**config.mk**
```make
export PLATFORM = sky130hd
export DESIGN_NAME = sar_frame_reader
export DESIGN_NICKNAME = d
export VERILOG_FILES = /design/src/rtl/sar_rd_pkg.sv /design/src/rtl/sar_clkgen.sv /design/src/rtl/sar_sequencer.sv /design/src/rtl/sar_shifter.sv /design/src/rtl/sar_frame_reader.sv
export SDC_FILE = /design/constraint.sdc
export NUM_CORES = 1
export LEC_CHECK = 0
export BUFFER_PORTS_ARGS = -buffer_cell sky130_fd_sc_hd__buf_2
export CAP_MARGIN = 20
export CORE_ASPECT_RATIO = 0.8
export CORE_MARGIN = 4
export CORE_UTILIZATION = 53
export DETAILED_ROUTE_END_ITERATION = 8
export PLACE_DENSITY = 0.75
export SKIP_CTS_REPAIR_TIMING = 1
export SLEW_MARGIN = 20
export SYNTH_ARGS = -nofsm -noshare
export SYNTH_HDL_FRONTEND = slang
export SYNTH_SLANG_ARGS = --single-unit
```
**constraint.sdc**
```tcl
create_clock -name clk -period 2.8 [get_ports clk]
set_input_delay 0.28 -clock clk [delete_from_list [all_inputs] [get_ports clk]]
set_output_delay 0.28 -clock clk [all_outputs]
set_load 0.01 [all_outputs]
```
**src/rtl/sar_rd_pkg.sv**
```systemverilog
package sar_rd_pkg;

  typedef enum logic [1:0] {
    ST_IDLE  = 2'd0,
    ST_FRAME = 2'd1,
    ST_GAP   = 2'd2
  } rd_state_t;

  // Effective half period: zero is promoted to one system cycle.
  function automatic int half_cycles(input int div);
    return (div < 1) ? 1 : div;
  endfunction

  // Effective frame length: zero or too long means a full frame.
  function automatic int frame_clocks(input int len, input int full);
    return (len < 1 || len > full) ? full : len;
  endfunction

endpackage

```
**src/rtl/sar_clkgen.sv**
```systemverilog
module sar_clkgen #(
  parameter int DIV_W = 8
) (
  input  logic             clk,
  input  logic             rst_n,
  input  logic             run,
  input  logic [DIV_W-1:0] half,
  output logic             sclk,
  output logic             fall_ev,
  output logic             rise_ev
);

  logic [DIV_W-1:0] cnt;
  logic             tick;

  assign tick    = run && (cnt == half - 1'b1);
  assign fall_ev = tick && sclk;
  assign rise_ev = tick && !sclk;

  always_ff @(posedge clk) begin
    if (!rst_n || !run) begin
      cnt  <= '0;
      sclk <= 1'b1;
    end else if (tick) begin
      cnt  <= '0;
      sclk <= ~sclk;
    end else begin
      cnt  <= cnt + 1'b1;
    end
  end

endmodule

```
**src/rtl/sar_sequencer.sv**
```systemverilog
module sar_sequencer
  import sar_rd_pkg::*;
#(
  parameter int DIV_W      = 8,
  parameter int LEN_W      = 5,
  parameter int FRAME_BITS = 16
) (
  input  logic             clk,
  input  logic             rst_n,
  input  logic             start,
  input  logic [DIV_W-1:0] div,
  input  logic [LEN_W-1:0] len,
  input  logic             mode,
  input  logic             rise_ev,
  output logic             run,
  output logic             busy,
  output logic             accept_ev,
  output logic             end_ev,
  output logic             full_end,
  output logic [DIV_W-1:0] half_q,
  output logic             mode_q
);

  localparam int GAP_W = DIV_W + 1;

  rd_state_t        state;
  logic [LEN_W-1:0] len_q;
  logic [LEN_W-1:0] rcnt;
  logic [GAP_W-1:0] gcnt;
  logic             gap_done;

  assign run       = (state == ST_FRAME);
  assign busy      = (state != ST_IDLE);
  assign accept_ev = start && (state == ST_IDLE);
  assign end_ev    = run && rise_ev && (rcnt == len_q - 1'b1);
  assign full_end  = end_ev && (len_q == LEN_W'(FRAME_BITS));
  assign gap_done  = (state == ST_GAP) && (gcnt == {half_q, 1'b0} - 1'b1);

  always_ff @(posedge clk) begin
    if (!rst_n) begin
      state  <= ST_IDLE;
      len_q  <= '0;
      half_q <= '0;
      mode_q <= 1'b0;
      rcnt   <= '0;
      gcnt   <= '0;
    end else begin
      unique case (state)
        ST_IDLE: begin
          if (accept_ev) begin
            state  <= ST_FRAME;
            half_q <= DIV_W'(half_cycles(int'(div)));
            len_q  <= LEN_W'(frame_clocks(int'(len), FRAME_BITS));
            mode_q <= mode;
            rcnt   <= '0;
          end
        end
        ST_FRAME: begin
          if (end_ev) begin
            state <= ST_GAP;
            gcnt  <= '0;
          end else if (rise_ev) begin
            rcnt <= rcnt + 1'b1;
          end
        end
        ST_GAP: begin
          if (gap_done) state <= ST_IDLE;
          else          gcnt  <= gcnt + 1'b1;
        end
        default: state <= ST_IDLE;
      endcase
    end
  end

endmodule

```
**src/rtl/sar_shifter.sv**
```systemverilog
module sar_shifter #(
  parameter int FRAME_BITS = 16
) (
  input  logic                  clk,
  input  logic                  rst_n,
  input  logic                  clear,
  input  logic                  mode,
  input  logic                  fall_ev,
  input  logic                  rise_ev,
  input  logic                  sdata,
  output logic                  cap_ev,
  output logic [FRAME_BITS-1:0] word
);

  localparam int CNT_W = $clog2(FRAME_BITS + 1);

  logic [CNT_W-1:0] ccnt;
  logic             room;

  assign room = (ccnt < CNT_W'(FRAME_BITS));

  // Rising mode: bit 0 was launched by chip-select, so it is taken on
  // the first falling edge; every later bit is taken on a rising edge.
  generate
    if (1) begin : g_sel
      always_comb begin
        if (mode) cap_ev = (fall_ev && ccnt == '0) || (rise_ev && room);
        else      cap_ev = fall_ev && room;
      end
    end
  endgenerate

  always_ff @(posedge clk) begin
    if (!rst_n) begin
      ccnt <= '0;
      word <= '0;
    end else if (clear) begin
      ccnt <= '0;
    end else if (cap_ev) begin
      ccnt <= ccnt + 1'b1;
      word <= {word[FRAME_BITS-2:0], sdata};
    end
  end

endmodule

```
**src/rtl/sar_frame_reader.sv**
```systemverilog
module sar_frame_reader #(
  parameter int DIV_W     = 8,
  parameter int LEN_W     = 5,
  parameter int LEAD_BITS = 4,
  parameter int DATA_W    = 12
) (
  input  logic              clk,
  input  logic              rst_n,
  input  logic              start_i,
  input  logic [DIV_W-1:0]  div_i,
  input  logic [LEN_W-1:0]  len_i,
  input  logic              edge_sel_i,
  input  logic              sdata_i,
  output logic              cs_n_o,
  output logic              sclk_o,
  output logic              busy_o,
  output logic [DATA_W-1:0] result_o,
  output logic              valid_o,
  output logic              err_o
);

  localparam int FRAME_BITS = LEAD_BITS + DATA_W;

  logic                  run;
  logic                  accept_ev;
  logic                  end_ev;
  logic                  full_end;
  logic                  fall_ev;
  logic                  rise_ev;
  logic                  cap_ev;
  logic                  mode_q;
  logic                  lead_bad;
  logic [DIV_W-1:0]      half_q;
  logic [FRAME_BITS-1:0] word;

  sar_sequencer #(
    .DIV_W(DIV_W), .LEN_W(LEN_W), .FRAME_BITS(FRAME_BITS)
  ) u_seq (
    .clk(clk), .rst_n(rst_n), .start(start_i), .div(div_i), .len(len_i),
    .mode(edge_sel_i), .rise_ev(rise_ev), .run(run), .busy(busy_o),
    .accept_ev(accept_ev), .end_ev(end_ev), .full_end(full_end),
    .half_q(half_q), .mode_q(mode_q)
  );

  sar_clkgen #(.DIV_W(DIV_W)) u_clk (
    .clk(clk), .rst_n(rst_n), .run(run), .half(half_q),
    .sclk(sclk_o), .fall_ev(fall_ev), .rise_ev(rise_ev)
  );

  sar_shifter #(.FRAME_BITS(FRAME_BITS)) u_shift (
    .clk(clk), .rst_n(rst_n), .clear(accept_ev), .mode(mode_q),
    .fall_ev(fall_ev), .rise_ev(rise_ev), .sdata(sdata_i),
    .cap_ev(cap_ev), .word(word)
  );

  assign cs_n_o   = !run;
  assign lead_bad = |word[FRAME_BITS-1:DATA_W];

  always_ff @(posedge clk) begin
    if (!rst_n) begin
      result_o <= '0;
      valid_o  <= 1'b0;
      err_o    <= 1'b0;
    end else begin
      valid_o <= full_end;
      err_o   <= full_end && lead_bad;
      if (full_end) result_o <= word[DATA_W-1:0];
    end
  end

endmodule

```
==> metrics.txt <==
status completed; RD Place Congestion 0.8449; number of global-route vias before repair 2,933; initial core utilization 0.5512; die height 83.91 um; Post-synth EDFFs 0; FF+latch count, synth 74; clock tree buffer depth 2; Setup CP Type flip-flop to flip-flop; Diodes inserted 0; required time of the critical path 3090 ps; period utilization 0.9432; post-layout minimum cycle time 2641 ps; total nets after synthesis 468; maximum vdd drop 0.3458 mV; worst slew pin tran 625.8 ps; synth unique cells 56; synthesized netlist cell count 438; startpoint types flip-flop; Vias/cell 5.498; synth warn 0; clock sink total 74; number of buffer and inverter stages on the critical path 1; Cell Chain, Critical Path inv_1 -> ha_4 -> xor2_1 -> nand3_1 -> or4_4 -> nor3_4 -> a31oi_4 -> or4b_1 -> a21boi_1; CTS H-Tree Depth 3; combinational group share of total power 0.215; die width 102.9 um; # DRC 0; Top Ports 35; Vias 3,123; Psw 0.7670 mW; Leak Pwr 1.784 nW; Max Clk Rate 378.6 MHz; routed len/inst 14.01 um; core box area 0.006925 sq mm; pwr/cell area 592.7 mW/mm^2; largest net degree at the start of global routing 34; Clock Power Share 0.350; unrepaired setup endpoints after global routing true; CTS Buf Count 9; switching share of power 0.2954; sequential area share after synthesis 0.3881; Reg clk slew, reported paths 80 ps; FILL cells 603; layout cells sized above 1 0.1580; Slowest-stage cell, CP or4_4; Crit path largest cell delay 570 ps; Final setup viols 0; Final nets 506; DP Wirelength 5787 um; asr flop ratio synth 0; Hold/Removal Path Class primary input to flip-flop; TNS Setup 0 ps; Worst-Skew Late Latency 350 ps; Worst EP arrival 2930 ps; die area 0.008633 sq mm; post-route ant nets 0; Syn Area/Cell 8.716 sq um; Final Hold Vio Count 0; Global Route Usage Sum 0.1987; num rows 27; Crit path max-delay family simple AND/OR/NAND/NOR gates; Iter 0 DRT Violations 167; Slew Viols, Final 0; CTS tree built; WL final 7955 um; max cap viols 0; initial antenna violation count 0; Pre-Repair DR Iteration Count 5; Reg power frac 0.435; relative slew slack 0.5828; critical path capture point type flip-flop; root buf cell clkbuf_8; Max FO, Critical Path 11; register area 0.001481 sq mm; Main synth FF type dfxtp_1; # port buffers 34; multi-input combinational cell area 0.002216 sq mm; first-pass GRT wire length 13,870 um; fin worst setup slack 158.9 ps; Int Power 1.829 mW; Worst Skew 8.739 ps; P&R area growth vs syn 14.75%; DP Worst Slack 31.09 ps; synthesized area 0.003817 sq mm; Remaining Overflow, GRT 0
==> synth_stat cells, types with 13 or more instances <==
cell type / instances / area [sq um]
a21boi_0: 20 / 150.1
inv_1: 14 / 52.55
nor2b_1: 14 / 87.58
clkbuf_1: 18 / 67.56
a21boi_1: 21 / 157.7
mux2i_1: 13 / 130.1
dfxtp_1: 74 / 1481
nand2_1: 69 / 259.0
xor2_1: 15 / 131.4
nor2_1: 27 / 101.4
xnor2_1: 18 / 157.7
==> power groups by stage <==
stage	Clock, mW	Combinational (mW)	Sequential [mW]
5_1_grt	0.988	0.624	1.13
6_report	0.910	0.558	1.13
3_5_place_dp	0	0.520	1.15
2_1_floorplan	0	0.396	1.13
3_3_place_gp	0	0.504	1.15
4_1_cts	0.926	0.524	1.13
==> worst reg2reg max path, cell delays in order (launching register included) <==
cell and delay, ps:
dfxtp_1 340, inv_1 70, ha_4 280, xor2_1 160, nand3_1 90, or4_4 570
nor3_4 210, a31oi_4 180, or4b_1 540, a21boi_1 150
==> layer usage <==
metal / vias to the layer above / GRT usage / part of all wire
met2: 57 / 0.3081 / 0.45
met1: 1462 / 0.2731 / 0.48
met3: 12 / 0.05764 / 0.057
met5: - / 0 / 0
li1: 1592 / - / -
met4: 0 / 0.04353 / 0.011
==> layout make-up <==
class                      instances  share of cell area
multi-input combinational        327              0.5059
sequential                        74              0.3382
timing repair buffer              50             0.06912
clock buffer                      10             0.02913
tap                               87             0.02485
clock inverter                     6             0.02085
inverter                          14             0.01200
==> cell families (layout without fill, tap and decap cells) <==
group / after synthesis / count (layout) / share of synthesized area
fa+ha+maj: 12 / 12 / 0.03933
buf+inv: 37 / 80 / 0.03835
flops: 74 / 74 / 0.3881
xor+xnor: 36 / 36 / 0.09177
simple gates: 182 / 182 / 0.2488
mux: 13 / 13 / 0.03409
compound gates: 84 / 84 / 0.1596
==> final timing paths <==
kind / from / to / slack [ps] / depth (start not counted)
setup reg to reg: u_seq.half_q[0] / u_seq.gcnt[5] / 160 / 9
hold / removal: sdata_i / u_shift.word[0] / 170 / 3
setup / recovery: u_seq.half_q[0] / u_seq.gcnt[5] / 160 / 9
hold reg to reg: u_shift.word[15] / u_shift.word[15] / 460 / 2
==> sequential cells by signal (all words and copies together), names as in the netlist <==
signal	count
err_o	1
u_seq.mode_q	1
u_shift.ccnt	5
u_seq.rcnt	5
u_clk.cnt	8
valid_o	1
u_seq.gcnt	9
u_seq.len_q	5
u_shift.word	16
u_clk.sclk	1
result_o	12
u_seq.state	2
u_seq.half_q	8
==> cell usage in the layout (no fill, tap or decap), types with 3 or more instances in the layout <==
cell	count
a21boi_0	20
a21boi_1	21
a21oi_1	9
and3_1	12
buf_2	34
buf_4	15
clkbuf_8	9
clkinv_4	3
dfxtp_1	74
ha_1	11
inv_1	14
mux2i_1	13
nand2_1	69
nand2b_1	3
nand3_1	12
nand3b_1	8
nand4_1	7
nor2_1	27
nor2b_1	14
nor3_1	6
o211a_1	3
o21ai_0	9
o31ai_1	3
or3_1	4
or4b_1	4
xnor2_1	18
xor2_1	15
==> metrics by stage <==
| step | instance area, sq um | power, mW | hold slack, ps | instances | utilization |
|---|---|---|---|---|---|
| finish | 4380 | 2.596 | 167.1 | 568 | 0.6325 |
| global route | 4380 | 2.745 | 165.4 | 568 | 0.6325 |
| CTS | 4339 | 2.577 | 162.0 | 566 | 0.6266 |
| detailed placement | 4120 | 1.671 | 449.6 | 550 | 0.5949 |
| global placement | 4120 | 1.654 | 444.8 | 550 | 0.5949 |
| floorplan | 3817 | 1.526 | 419.2 | 438 | - |
(Power assumes the default switching activity.)
